===== src/rtl/hsg_pkg.sv =====
// Package: shared widths, reference-code constants and the shadow
// configuration record for the horizontal sync generator.
package hsg_pkg;

    localparam int POS_W  = 11;   // position field width
    localparam int BYTE_W = 8;    // video byte width
    localparam int HBIT   = 4;    // H flag position inside the XY byte
    localparam int PRE_N  = 3;    // preamble length before XY

    typedef struct packed {
        logic [POS_W-1:0] lead_pos;
        logic [POS_W-1:0] trail_pos;
        logic             inv;
        logic             long_line;
    } hsg_cfg_t;

endpackage


===== src/rtl/hsg_trs_detect.sv =====
// Timing-reference detector.
// Keeps the last PRE_N bytes and flags the cycle in which the current byte
// completes an all-ones / all-zeros / all-zeros preamble with the H flag set.
// Assumes one byte per clock and no byte gaps.
module hsg_trs_detect
    import hsg_pkg::*;
#(
    parameter int DW   = BYTE_W,
    parameter int HPOS = HBIT
) (
    input  logic          clk,
    input  logic          rst_n,
    input  logic [DW-1:0] pix_byte,
    output logic          eav_hit
);

    logic [DW-1:0] hist_q [PRE_N];   // [0] newest, [PRE_N-1] oldest
    logic          pre_ok;

    // Shift the byte history by one stage per clock.
    genvar gi;
    generate
        for (gi = 0; gi < PRE_N; gi++) begin : g_hist
            always_ff @(posedge clk) begin
                if (!rst_n)
                    hist_q[gi] <= '0;
                else if (gi == 0)
                    hist_q[gi] <= pix_byte;
                else
                    hist_q[gi] <= hist_q[(gi == 0) ? 0 : gi-1];
            end
        end
    endgenerate

    // Match the preamble and qualify it with the H flag of the XY byte.
    always_comb begin
        pre_ok = (hist_q[PRE_N-1] == {DW{1'b1}});
        for (int k = 0; k < PRE_N-1; k++)
            pre_ok = pre_ok && (hist_q[k] == '0);
        eav_hit = pre_ok && pix_byte[HPOS];
    end

endmodule


===== src/rtl/hsg_cfg_shadow.sv =====
// Configuration shadow.
// Holds the begin/end/inversion/standard settings in force for the current
// line and copies the live inputs only when 'load' is high, which is the
// counter reset point. Also exposes the value the shadow will hold next.
module hsg_cfg_shadow
    import hsg_pkg::*;
#(
    parameter int LEAD_RST  = 2,
    parameter int TRAIL_RST = 0
) (
    input  logic     clk,
    input  logic     rst_n,
    input  logic     load,
    input  hsg_cfg_t cfg_in,
    output hsg_cfg_t sh_q,
    output hsg_cfg_t sh_next
);

    // Select the next shadow value.
    always_comb sh_next = load ? cfg_in : sh_q;

    // Register the shadow with its reset defaults.
    always_ff @(posedge clk) begin
        if (!rst_n) begin
            sh_q.lead_pos  <= POS_W'(LEAD_RST);
            sh_q.trail_pos <= POS_W'(TRAIL_RST);
            sh_q.inv       <= 1'b0;
            sh_q.long_line <= 1'b0;
        end else begin
            sh_q <= sh_next;
        end
    end

    AST_SHADOW_HOLD: assert property (@(posedge clk) disable iff (!rst_n)
        !load |=> $stable(sh_q)) else $error("shadow moved outside load");

endmodule


===== src/rtl/hsg_line_counter.sv =====
// Line position counter.
// Clears on a detected end-of-active reference, otherwise counts up and
// wraps at the shadowed line length. Produces the load strobe for the
// configuration shadow and a lock flag that sets on the first reference.
module hsg_line_counter
    import hsg_pkg::*;
#(
    parameter int SHORT_TOTAL = 1716,
    parameter int LONG_TOTAL  = 1728
) (
    input  logic             clk,
    input  logic             rst_n,
    input  logic             eav_hit,
    input  logic             long_line,
    output logic [POS_W-1:0] cnt_q,
    output logic [POS_W-1:0] cnt_next,
    output logic             load,
    output logic             locked_q,
    output logic             lock_next
);

    localparam logic [POS_W-1:0] SHORT_LAST = POS_W'(SHORT_TOTAL - 1);
    localparam logic [POS_W-1:0] LONG_LAST  = POS_W'(LONG_TOTAL - 1);

    logic [POS_W-1:0] line_last;
    logic             wrap;

    // Compute the next position and the reset-point strobe.
    always_comb begin
        line_last = long_line ? LONG_LAST : SHORT_LAST;
        wrap      = (cnt_q == line_last);
        load      = eav_hit || wrap;
        cnt_next  = load ? '0 : cnt_q + 1'b1;
        lock_next = locked_q || eav_hit;
    end

    // Register the position and the lock flag.
    always_ff @(posedge clk) begin
        if (!rst_n) begin
            cnt_q    <= '0;
            locked_q <= 1'b0;
        end else begin
            cnt_q    <= cnt_next;
            locked_q <= lock_next;
        end
    end

    AST_EAV_CLEARS: assert property (@(posedge clk) disable iff (!rst_n)
        eav_hit |=> (cnt_q == '0) && locked_q) else $error("no clear on reference");
    AST_CNT_RANGE: assert property (@(posedge clk) disable iff (!rst_n)
        cnt_q <= line_last) else $error("counter past line end");
    AST_WRAP_ZERO: assert property (@(posedge clk) disable iff (!rst_n)
        (cnt_q == line_last) |=> (cnt_q == '0)) else $error("missed wrap");
    AST_STEP_ONE: assert property (@(posedge clk) disable iff (!rst_n)
        (!eav_hit && cnt_q != line_last) |=> (cnt_q == $past(cnt_q) + 1'b1))
        else $error("counter skipped");

endmodule


===== src/rtl/hsg_pulse_shaper.sv =====
// Pulse shaper.
// Sets the internal pulse when the next counter value reaches the lead
// position and clears it at the trail position, using the configuration
// that will be in force after this edge. Equal positions or no lock force
// the pulse off. The output register applies the polarity.
module hsg_pulse_shaper
    import hsg_pkg::*;
(
    input  logic             clk,
    input  logic             rst_n,
    input  logic [POS_W-1:0] cnt_q,
    input  logic [POS_W-1:0] cnt_next,
    input  logic             locked_q,
    input  logic             lock_next,
    input  hsg_cfg_t         sh_q,
    input  hsg_cfg_t         sh_next,
    output logic             hs_out
);

    logic act_q;
    logic act_next;

    // Decide the pulse state for the coming cycle.
    always_comb begin
        if (!lock_next || (sh_next.lead_pos == sh_next.trail_pos))
            act_next = 1'b0;
        else if (cnt_next == sh_next.lead_pos)
            act_next = 1'b1;
        else if (cnt_next == sh_next.trail_pos)
            act_next = 1'b0;
        else
            act_next = act_q;
    end

    // Register the pulse and the polarity-corrected output.
    always_ff @(posedge clk) begin
        if (!rst_n) begin
            act_q  <= 1'b0;
            hs_out <= 1'b0;
        end else begin
            act_q  <= act_next;
            hs_out <= act_next ^ sh_next.inv;
        end
    end

    AST_PRELOCK_IDLE: assert property (@(posedge clk) disable iff (!rst_n)
        !locked_q |-> !act_q) else $error("pulse before lock");
    AST_EQUAL_NO_PULSE: assert property (@(posedge clk) disable iff (!rst_n)
        (sh_q.lead_pos == sh_q.trail_pos) |-> !act_q) else $error("pulse with equal edges");
    AST_RISE_AT_LEAD: assert property (@(posedge clk) disable iff (!rst_n)
        $rose(act_q) |-> (cnt_q == sh_q.lead_pos)) else $error("rise off position");
    AST_FALL_AT_TRAIL: assert property (@(posedge clk) disable iff (!rst_n)
        ($fell(act_q) && (sh_q.lead_pos != sh_q.trail_pos)) |-> (cnt_q == sh_q.trail_pos))
        else $error("fall off position");
    AST_POLARITY: assert property (@(posedge clk) disable iff (!rst_n)
        hs_out == (act_q ^ sh_q.inv)) else $error("polarity mismatch");

endmodule


===== src/rtl/hsync_gen.sv =====
// Horizontal sync generator, top level.
// Detects end-of-active references in the byte stream, runs the line
// position counter and shapes a programmable sync pulse from it.
// Assumes a continuous one-byte-per-clock stream on the line-locked clock.
module hsync_gen #(
    parameter int LINE_SHORT = 1716,
    parameter int LINE_LONG  = 1728,
    parameter int BEGIN_RST  = 2,
    parameter int END_RST    = 0
) (
    input  logic        clk,
    input  logic        rst_n,
    input  logic [7:0]  pix_byte,
    input  logic        std_pal,
    input  logic [10:0] cfg_begin,
    input  logic [10:0] cfg_end,
    input  logic        cfg_invert,
    output logic        hs_out
);

    import hsg_pkg::*;

    logic             eav_hit;
    logic             load;
    logic             locked_q;
    logic             lock_next;
    logic [POS_W-1:0] cnt_q;
    logic [POS_W-1:0] cnt_next;
    hsg_cfg_t         cfg_live;
    hsg_cfg_t         sh_q;
    hsg_cfg_t         sh_next;

    // Gather the live configuration inputs into one record.
    always_comb begin
        cfg_live.lead_pos  = cfg_begin;
        cfg_live.trail_pos = cfg_end;
        cfg_live.inv       = cfg_invert;
        cfg_live.long_line = std_pal;
    end

    hsg_trs_detect #(.DW(BYTE_W), .HPOS(HBIT)) u_detect (
        .clk      (clk),
        .rst_n    (rst_n),
        .pix_byte (pix_byte),
        .eav_hit  (eav_hit)
    );

    hsg_cfg_shadow #(.LEAD_RST(BEGIN_RST), .TRAIL_RST(END_RST)) u_shadow (
        .clk     (clk),
        .rst_n   (rst_n),
        .load    (load),
        .cfg_in  (cfg_live),
        .sh_q    (sh_q),
        .sh_next (sh_next)
    );

    hsg_line_counter #(.SHORT_TOTAL(LINE_SHORT), .LONG_TOTAL(LINE_LONG)) u_counter (
        .clk       (clk),
        .rst_n     (rst_n),
        .eav_hit   (eav_hit),
        .long_line (sh_q.long_line),
        .cnt_q     (cnt_q),
        .cnt_next  (cnt_next),
        .load      (load),
        .locked_q  (locked_q),
        .lock_next (lock_next)
    );

    hsg_pulse_shaper u_shaper (
        .clk       (clk),
        .rst_n     (rst_n),
        .cnt_q     (cnt_q),
        .cnt_next  (cnt_next),
        .locked_q  (locked_q),
        .lock_next (lock_next),
        .sh_q      (sh_q),
        .sh_next   (sh_next),
        .hs_out    (hs_out)
    );

    AST_RESET_LOW: assert property (@(posedge clk)
        !rst_n |=> !hs_out) else $error("output active after reset");

endmodule


===== config.mk =====
export PLATFORM = sky130hd
export DESIGN_NAME = hsync_gen
export DESIGN_NICKNAME = d
export VERILOG_FILES = /design/src/rtl/hsg_pkg.sv /design/src/rtl/hsg_trs_detect.sv /design/src/rtl/hsg_cfg_shadow.sv /design/src/rtl/hsg_line_counter.sv /design/src/rtl/hsg_pulse_shaper.sv /design/src/rtl/hsync_gen.sv
export SDC_FILE = /design/constraint.sdc
export NUM_CORES = 1
export LEC_CHECK = 0
export ABC_AREA = 0
export BUFFER_PORTS_ARGS = -buffer_cell sky130_fd_sc_hd__clkbuf_2
export CORE_ASPECT_RATIO = 0.75
export CORE_MARGIN = 5
export CORE_UTILIZATION = 37
export CTS_BUF_LIST = sky130_fd_sc_hd__clkbuf_8
export CTS_CLUSTER_DIAMETER = 80
export DETAILED_ROUTE_END_ITERATION = 8
export PLACE_DENSITY = 0.53
export SYNTH_ARGS = -nofsm -noshare
export SYNTH_HDL_FRONTEND = slang
export SYNTH_SLANG_ARGS = --single-unit

===== constraint.sdc =====
create_clock -name clk -period 7 [get_ports clk]
set_input_delay 0.7 -clock clk [delete_from_list [all_inputs] [get_ports clk]]
set_output_delay 0.7 -clock clk [all_outputs]
set_load 0.1 [all_outputs]

==> impl_metrics.yaml <==
yosys:
  synthArstFlopShare: 0
  synth_seq_cells: 62
  synth_ff_type: "dfxtp_1"
  syn_avg_cell_area_um2: 8.794
  syn_nets: 382
  yosys_warnings: 0
  ys_types: 51
  synth_edf_count: 0
  netlist_area_um2: 3052
  synth-seq-area-share: 0.4067
  syn_inst: 347
critical_path:
  slowest_delay_ps: 550
  path_common_cell: "xnor2_1"
  cp_cell_sequence: "ha_1 -> and3_1 -> and3_4 -> xnor2_1 -> xnor2_1 -> o41ai_1 -> a2111oi_0 -> or4_1"
  cp.arrival_ps: 3310
  critPathKind: "flop to flop"
  start_kind: "flop"
  r2r_slack_ps: 3890
  slowest_stage: "o41ai_1"
  critPathCaptureType: "flop"
  crit_fanout: 8
  crit_required_ps: 7200
  crit_family: "simple AND/OR/NAND/NOR gates"
  path_buf_inv: 0
power:
  leakagePower_nw: 1.371
  total_power_w: 0.0007703
  vdd_drop_max_uv: 106.8
  power_density_nw_per_um2: 221.8
floorplan:
  start_util: 0.3837
  die_h_um: 88.65
  rows: 28
  die_area_um2: 10180
  die_width_um: 114.9
  core-area_um2: 7953
  num_io_pins: 35
clock_tree:
  cts_setup_buffers: 0
  clk_latency_ps: 340
  cts_tree: "built"
  clkTransAtPathRegs_ps: 80
  ctsHtreeMaxLevel: 3
  ctsResizeCount: 0
  hold_buffers: 0
  cts_inserted_buffers: 9
  cts.sinks: 62
  clk_path_buf_depth: 2
  root_buffer: "clkbuf_8"
routing:
  via_per_inst: 5.060
  wl_per_cell_um: 15.20
  drtAntennaViolNets: 0
  first_pass_iters: 4
  wirelength_um: 7327
  initialDrtViolationCount: 100
  drc: 0
  dr_total_vias: 2439
layout:
  instances_no_fill: 482
  final_cell_mix: "62 x dfxtp_1, 53 x nand2_1, 34 x xor2_1, 34 x clkbuf_2"
  final_common_cell: "dfxtp_1"
  postLayoutCellArea_um2: 3473
  area_growth_pct: 13.82
  diodes: 0
  fin_nets: 407
  final_layout_size_suffix_gt1_frac: 0.1592
place:
  dp_hpwl_um: 5513
  place_congestion: 0.8589
  portBuffers: 34
  postPlaceCellArea_um2: 3241
  dp.cells: 466
grt:
  gr-usage-met1: 0.2496
  grt_pass1_vias: 2407
  grt_use_total: 0.1573
  grt_pass1_wl_um: 12460
  antenna_found_initial: 0
  grt_max_degree: 32
  busiest_layer: "met1"
  gr-total-overflow: 0
  global_route.usage.met2: 0.2027
  grtUsageMet3: 0.03896
sta:
  holdWs_ps: 450.7
  grt_setup_unrepaired: "no"
  finalCritPeriodShare: 0.4441
  tightest_slew_ps: 1011
  min_period_ps: 3109
  fin_worst_skew_ps: 12.65
  fmax_ghz: 0.3217
  hold_viol: 0
  finalMaxSlewViolations: 0
  setup_violations: 0
  slew_headroom: 0.3260
  setup_tns_ps: 0
min_path:
  hp-class: "flop to flop"
status:
  status: "finished clean"
flow_run:
  maxCapViolCount: 0
final timing paths:
| kind | start | end | cells past startpoint |
|---|---|---|---|
| worst max-delay path | u_counter.cnt_q[0] | u_shaper.hs_out | 8 |
| worst min-delay path | u_detect.hist_q[0][0] | u_detect.hist_q[1][0] | 1 |
| worst max register to register | u_counter.cnt_q[0] | u_shaper.hs_out | 8 |
| worst min register to register | u_detect.hist_q[0][0] | u_detect.hist_q[1][0] | 1 |
routing by layer:
layer  share of wire  wire, µm
met1            0.57      4189
met2            0.37      2691
met3           0.048       349
met4           0.013        97
met5               0         0
cells by family after synthesis:
kind of cell	count (synthesis)	synth area share
flops	62	0.4067
mux	3	0.01394
fa+ha+maj	1	0.004099
simple gates	159	0.2768
xor+xnor	53	0.1611
buf+inv	23	0.04059
compound gates	46	0.09677
power breakdown:
part	leakage, nW	switching, W	total (W)	internal [W]
clock network	0.116	0.000140	0.000360	0.000220
logic	0.752	0.0000240	0.0000450	0.0000211
registers	0.504	0.00000534	0.000365	0.000360
stage by stage:
stage / worst slack (ps) / utilization
after floorplan: 4402 / -
after global placement: 3805 / 0.4075
after detailed placement: 3781 / 0.4075
after CTS: 3955 / 0.4368
after global routing: 3728 / 0.4368
final: 3891 / 0.4368
sequential cells by signal, indices dropped and copies added (netlist names):
name,flops
u_counter.cnt_q,11
u_detect.hist_q,24
u_shaper.act_q,1
u_counter.locked_q,1
u_shadow.sh_q,24
u_shaper.hs_out,1
worst reg2reg max path: stages, from the launching register on:
cell	delay (ps)
dfxtp_1	490
ha_1	410
and3_1	360
and3_4	240
xnor2_1	180
xnor2_1	110
o41ai_1	550
a2111oi_0	200
or4_1	440
cells in the mapped netlist (all sizes together) (2+ instances only):
| master | instances | share of area |
|---|---|---|
| xnor3 | 2 | 0.015 |
| nor2 | 21 | 0.027 |
| xor2 | 34 | 0.098 |
| nor4 | 11 | 0.023 |
| clkbuf | 12 | 0.015 |
| nand4b | 3 | 0.0086 |
| nand4 | 8 | 0.018 |
| a21oi | 24 | 0.039 |
| a211o | 2 | 0.0057 |
| nor4bb | 2 | 0.0066 |
| a31oi | 2 | 0.0041 |
| nand3 | 12 | 0.021 |
| o21a | 2 | 0.0074 |
| buf | 8 | 0.022 |
| inv | 3 | 0.0037 |
| dfxtp | 62 | 0.41 |
| and2 | 24 | 0.049 |
| nor3 | 7 | 0.011 |
| and4 | 3 | 0.0094 |
| and3 | 6 | 0.014 |
| nand2 | 53 | 0.065 |
| or3 | 5 | 0.012 |
| mux2i | 3 | 0.014 |
| xnor2 | 17 | 0.049 |
| o21ai | 6 | 0.011 |
| o32a | 2 | 0.0066 |
layout make-up:
cell class | count | area (µm²)
tap | 105 | 131.4
multi-input combinational | 262 | 1687
timing repair buffer | 34 | 170.2
inverter | 3 | 11.26
clock inverter | 5 | 81.33
fill | 800 | 4479
sequential | 62 | 1241
clock buffer | 11 | 151.4
Note: power is estimated with default switching activity, not from simulation.
